`config.mk`:
```
export PLATFORM = sky130hd
export DESIGN_NAME = operand_trap_guard
export DESIGN_NICKNAME = d
export VERILOG_FILES = /design/src/rtl/opguard_pkg.sv /design/src/rtl/guard_ctrl.sv /design/src/rtl/guard_dp.sv /design/src/rtl/operand_trap_guard.sv
export SDC_FILE = /design/constraint.sdc
export NUM_CORES = 1
export LEC_CHECK = 0
export CAP_MARGIN = 25
export CORE_MARGIN = 5
export CORE_UTILIZATION = 46
export CTS_CLUSTER_DIAMETER = 100
export DETAILED_ROUTE_END_ITERATION = 16
export DONT_BUFFER_PORTS = 1
export MAX_ROUTING_LAYER = met4
export SLEW_MARGIN = 40
export SYNTH_ARGS = -nofsm -noshare
export SYNTH_HDL_FRONTEND = slang
export SYNTH_SLANG_ARGS = --single-unit
```
`constraint.sdc`:
```
create_clock -name clk -period 4.03 [get_ports clk]
set_clock_uncertainty 0.15 [all_clocks]
set_input_delay 0.806 -clock clk [delete_from_list [all_inputs] [get_ports clk]]
set_output_delay 0.806 -clock clk [all_outputs]
set_load 0.02 [all_outputs]
```
`src/rtl/opguard_pkg.sv`:
```
package opguard_pkg;

  typedef enum logic [1:0] {
    SEL_MASK = 2'd0,
    SEL_CMP  = 2'd1,
    SEL_POL  = 2'd2,
    SEL_NONE = 2'd3
  } cfgSel_e;

  typedef struct packed {
    logic wrMask;
    logic wrCmp;
    logic wrPol;
    logic capture;
    logic clear;
  } guardStrobe_t;

endpackage

```
`src/rtl/guard_ctrl.sv`:
```
module guard_ctrl
  import opguard_pkg::*;
(
  input  logic         cfgWrEn,
  input  logic [1:0]   cfgWrSel,
  input  logic         chkEn,
  input  logic [1:0]   hitVec,
  input  logic         trapValid,
  input  logic         clrTrap,
  output logic         trapReq,
  output guardStrobe_t strb
);

  always_comb begin
    strb = '0;
    if (cfgWrEn) begin
      unique case (cfgSel_e'(cfgWrSel))
        SEL_MASK: strb.wrMask = 1'b1;
        SEL_CMP:  strb.wrCmp  = 1'b1;
        SEL_POL:  strb.wrPol  = 1'b1;
        default:  ;
      endcase
    end
    trapReq      = chkEn & (|hitVec);
    strb.capture = trapReq & (~trapValid | clrTrap);
    strb.clear   = clrTrap;
  end

endmodule

```
`src/rtl/guard_dp.sv`:
```
module guard_dp
  import opguard_pkg::*;
#(
  parameter int DATA_W   = 32,
  parameter int NUM_SETS = 4,
  parameter int SET_W    = 2
) (
  input  logic              clk,
  input  logic              rst_n,
  input  guardStrobe_t      strb,
  input  logic [SET_W-1:0]  cfgWrSet,
  input  logic [DATA_W-1:0] cfgWrData,
  input  logic [SET_W-1:0]  chkSet,
  input  logic [DATA_W-1:0] opA,
  input  logic [DATA_W-1:0] opB,
  output logic [1:0]        hitVec,
  output logic              trapValid,
  output logic [SET_W-1:0]  trapSet,
  output logic [1:0]        trapWhich
);

  localparam int NUM_OPS = 2;

  logic [DATA_W-1:0] maskReg [NUM_SETS];
  logic [DATA_W-1:0] cmpReg  [NUM_SETS];
  logic              polReg  [NUM_SETS];

  // One register bank per rule set
  for (genvar s = 0; s < NUM_SETS; s++) begin : g_set
    logic selHere;
    assign selHere = (cfgWrSet == SET_W'(s));
    always_ff @(posedge clk or negedge rst_n) begin
      if (!rst_n) begin
        maskReg[s] <= '0;
        cmpReg[s]  <= '0;
        polReg[s]  <= 1'b0;
      end else if (selHere) begin
        if (strb.wrMask) maskReg[s] <= cfgWrData;
        if (strb.wrCmp)  cmpReg[s]  <= cfgWrData;
        if (strb.wrPol)  polReg[s]  <= cfgWrData[0];
      end
    end
  end

  logic [DATA_W-1:0] curMask;
  logic [DATA_W-1:0] curCmp;
  logic              curPol;

  always_comb begin
    curMask = maskReg[chkSet];
    curCmp  = cmpReg[chkSet];
    curPol  = polReg[chkSet];
  end

  logic [DATA_W-1:0] opVec [NUM_OPS];
  assign opVec[0] = opA;
  assign opVec[1] = opB;

  // One comparator tree per operand
  for (genvar o = 0; o < NUM_OPS; o++) begin : g_op
    logic [DATA_W-1:0] diffBits;
    logic              sameBits;
    assign diffBits  = (opVec[o] ^ curCmp) & curMask;
    assign sameBits  = ~|diffBits;
    assign hitVec[o] = curPol ? sameBits : ~sameBits;
  end

  always_ff @(posedge clk or negedge rst_n) begin
    if (!rst_n) begin
      trapValid <= 1'b0;
      trapSet   <= '0;
      trapWhich <= '0;
    end else if (strb.capture) begin
      trapValid <= 1'b1;
      trapSet   <= chkSet;
      trapWhich <= hitVec;
    end else if (strb.clear) begin
      trapValid <= 1'b0;
    end
  end

endmodule

```
`src/rtl/operand_trap_guard.sv`:
```
module operand_trap_guard
  import opguard_pkg::*;
#(
  parameter int  DATA_W   = 32,
  parameter int  NUM_SETS = 4,
  localparam int SET_W    = (NUM_SETS > 1) ? $clog2(NUM_SETS) : 1
) (
  input  logic              clk,
  input  logic              rst_n,
  input  logic              cfgWrEn,
  input  logic [1:0]        cfgWrSel,
  input  logic [SET_W-1:0]  cfgWrSet,
  input  logic [DATA_W-1:0] cfgWrData,
  input  logic              chkEn,
  input  logic [SET_W-1:0]  chkSet,
  input  logic [DATA_W-1:0] opA,
  input  logic [DATA_W-1:0] opB,
  input  logic              clrTrap,
  output logic              trapReq,
  output logic              trapValid,
  output logic [SET_W-1:0]  trapSet,
  output logic [1:0]        trapWhich
);

  guardStrobe_t strb;
  logic [1:0]   hitVec;

  guard_ctrl u_ctrl (
    .cfgWrEn   (cfgWrEn),
    .cfgWrSel  (cfgWrSel),
    .chkEn     (chkEn),
    .hitVec    (hitVec),
    .trapValid (trapValid),
    .clrTrap   (clrTrap),
    .trapReq   (trapReq),
    .strb      (strb)
  );

  guard_dp #(
    .DATA_W   (DATA_W),
    .NUM_SETS (NUM_SETS),
    .SET_W    (SET_W)
  ) u_dp (
    .clk       (clk),
    .rst_n     (rst_n),
    .strb      (strb),
    .cfgWrSet  (cfgWrSet),
    .cfgWrData (cfgWrData),
    .chkSet    (chkSet),
    .opA       (opA),
    .opB       (opB),
    .hitVec    (hitVec),
    .trapValid (trapValid),
    .trapSet   (trapSet),
    .trapWhich (trapWhich)
  );

endmodule

```
==> key figures <==
Pwr
  • Pwr dens: between 500 and 600 nW/um^2
  • VDD IR max: 405 uV
  • Lkg Pwr: 5.85 nW
  • Power after layout: 7.89 mW

Clock tree
  • Num CTS Buffers: 29
  • Postcts setup bufs: 0
  • CTS tree: built
  • Clock Latency Late Sink: 0.54 ns
  • H-tree levels: 1
  • Clock root cell: clkbuf_16
  • Clock buffer depth: 3
  • Clock Sinks: 265
  • Clock slew at the register clock pins of the worst setup and hold paths: 0.06 ns

STA
  • Fmax achieved: 254 MHz
  • Final Hold Vio Count: roughly 270
  • Minimum clock period: roughly 3.9 ns
  • Final worst slack: 0.0939 ns
  • Slew Limit Headroom: 46.9%
  • Crit share post-route: a little over nine tenths
  • Worst-Margin Slew: 0.794 ns
  • RSZ-0062 raised after global routing: false
  • Final Slew Violations: 0
  • Final setup violating endpoints: 0
  • Minimum hold slack: -0.172 ns
  • Setup TNS: 0 ns

Logic synthesis
  • Async set or reset register ratio after synthesis: 100%
  • EDFF count, synth: 0
  • Avg Cell Area, Syn: ~16 um^2
  • Post-synth cell types: 28
  • Post-Syn Area: 12,400 um^2
  • Post-synthesis sequential area ratio: a little over half
  • Synthesized flop and latch total: 265
  • Ys flop type: dfrtp_1
  • Cells after Synth: 782
  • Syn Nets: 889
  • YS warnings: 0

GRT
  • Largest net degree at the start of global routing: 266
  • Tot GR Track Use: 21.1%
  • Vias in the first global route: 7,761
  • First-pass GRT wire length: 47,700 um
  • Initial antenna violation count: 0
  • Total gr overflow: 0

Floorplan
  • Area of the die: roughly 30,000 um^2
  • Initial Utilization: 46.3%
  • Die span in y: between 150 and 200 um
  • CORE AREA: 26,700 um^2
  • Row count: 60
  • Die width: 174 um
  • Ports: 113

Setup path
  • Critical path's top delay family: compound AO/OA/AOI/OAI gates
  • Max stage delay cell, worst path: mux4_2
  • CP endpoint kind: output pin
  • Crit-path max cell delay: 0.52 ns
  • Crit Path Max Fanout: 4
  • CP required: 3.07 ns
  • Cells along the critical path: mux4_2 -> xor2_1 -> a22oi_1 -> nand4_1 -> nor4_2 -> xnor2_1 -> o21a_2
  • Arrival time at the worst endpoint: between 2 and 3 ns
  • CP Class: reg2out
  • CP Launch Type: register
  • Worst Path Buf+Inv: 0

Worst hold path
  • Worst hold path class: in2async

Placement
  • Placed wire-length estimate: between 15,000 and 20,000 um
  • Dpl ws: -0.0687 ns
  • I/O Buffers: 0
  • Gpl congestion: 0.846
  • Area post-placement: 12,700 um^2

Layout
  • Multi-input logic area: 5570 um^2
  • Register area: 6630 um^2
  • Nets@finish: 889
  • Number of fill cells in the layout: 2,205
  • Layout area overhead: 11.0%
  • Fraction of layout cells with a size suffix above 1: 49.5%
  • Design area: 13,700 um^2
  • Most frequent cells in the layout: 265 x mux2_2, 265 x dfrtp_1, 60 x mux4_2
  • ANT cells: 0

Route
  • WL final: 31,000 um
  • DRC: 0
  • DRT iter0 DRCs: between 400 and 500
  • Wire per inst: 27.1 um
  • Post-DRT Antenna Nets: 0
  • Vias per Instance: 6.00
  • Pre-Repair DR Iteration Count: 4
  • Routed via count: 6,869

Run status
  • Failing checks: negative hold slack
  • Status: finished, violations left

Run
  • Max-cap violations: 0
sequential cells by signal, indices dropped and copies added, names as in the netlist:
register and flops:
u_dp.polReg 4, u_dp.trapSet 2, u_dp.maskReg 128, u_dp.trapWhich 2
u_dp.cmpReg 128, u_dp.trapValid 1
power by group:
group / leakage (nW) / switching [mW] / total (mW) / internal [mW]
Clock: 0.495 / 1.05 / 2.73 / 1.68
Sequential: 3.25 / 0.326 / 3.61 / 3.28
Combinational: 2.11 / 0.624 / 1.55 / 0.926
Total: 5.85 / 2.00 / 7.89 / 5.89
final timing paths:
kind | startpoint | to | slack, ns | cells after the start
max in group asynchronous | rst_n | u_dp.maskReg[53] | 3.37 | 0
max reg2reg | u_dp.cmpReg[4] | u_dp.trapSet[1] | 0.96 | 9
min reg2reg | u_dp.maskReg[56] | u_dp.maskReg[56] | 0.35 | 1
max | u_dp.cmpReg[18] | trapReq | 0.09 | 7
min | rst_n | u_dp.maskReg[108] | -0.17 | 0
min in group clk | cfgWrData[10] | u_dp.maskReg[106] | 0.26 | 1
layer usage:
metal  vias up  GRT usage [%]  share of wire, %  routed length (um)
li1       2928              -                 -                   -
met1      3725           27.9                42               12900
met2       166           33.4                49               15100
met3        50           4.26               6.5                2020
met4         0           6.57               3.0                 932
met5         -              -                 0                   0
synth_stat cells, types with 3 or more instances:
cell	number	area (um^2)
mux4_2	60	1350
clkbuf_1	16	60.1
nand3b_1	3	22.5
a22oi_1	24	180
mux2_2	265	2980
xnor2_1	12	105
buf_4	3	22.5
nor2_1	7	26.3
nand2b_1	6	37.5
buf_6	3	33.8
mux2i_1	10	100
buf_1	17	63.8
a2bb2oi_1	6	52.6
buf_2	5	25.0
dfrtp_1	265	6630
nand2_1	3	11.3
xor2_1	54	473
nand4_1	8	50.1
cells by family (layout without fill, tap and decap cells):
kind of cell / count (synthesis) / in the layout / synth area share [%]
muxes: 337 / 337 / 36.1
DFF: 265 / 265 / 53.6
xor gates and xnor gates: 66 / 66 / 4.68
buffers and inverters: 44 / 66 / 1.66
AOI/OAI and AO/OA: 36 / 36 / 2.30
and+or+nand+nor: 34 / 34 / 1.65
per-stage QoR:
| step | std cells | utilization [%] |
|---|---|---|
| after global routing | 1145 | 51.4 |
| after detailed placement | 1092 | 47.5 |
| after CTS | 1145 | 51.3 |
| after floorplan | 782 | - |
| final | 1145 | 51.4 |
| after global placement | 1092 | 47.5 |
repair_timing:
action                                 4_1_cts  5_1_grt
resized for setup                            2        2
gates cloned                                 0        0
setup endpoints to repair                    1        1
endpoints found under the hold margin      265      265
pin swaps                                    0        3
final cells by class:
class,count,area share [%]
Clock buffer,40,6.03
Clock inverter,13,1.25
Multi-Input combinational cell,473,40.6
Sequential cell,265,48.3
Tap cell,341,3.11
Timing Repair Buffer,13,0.711
Note: power is estimated with default switching activity, not from simulation.
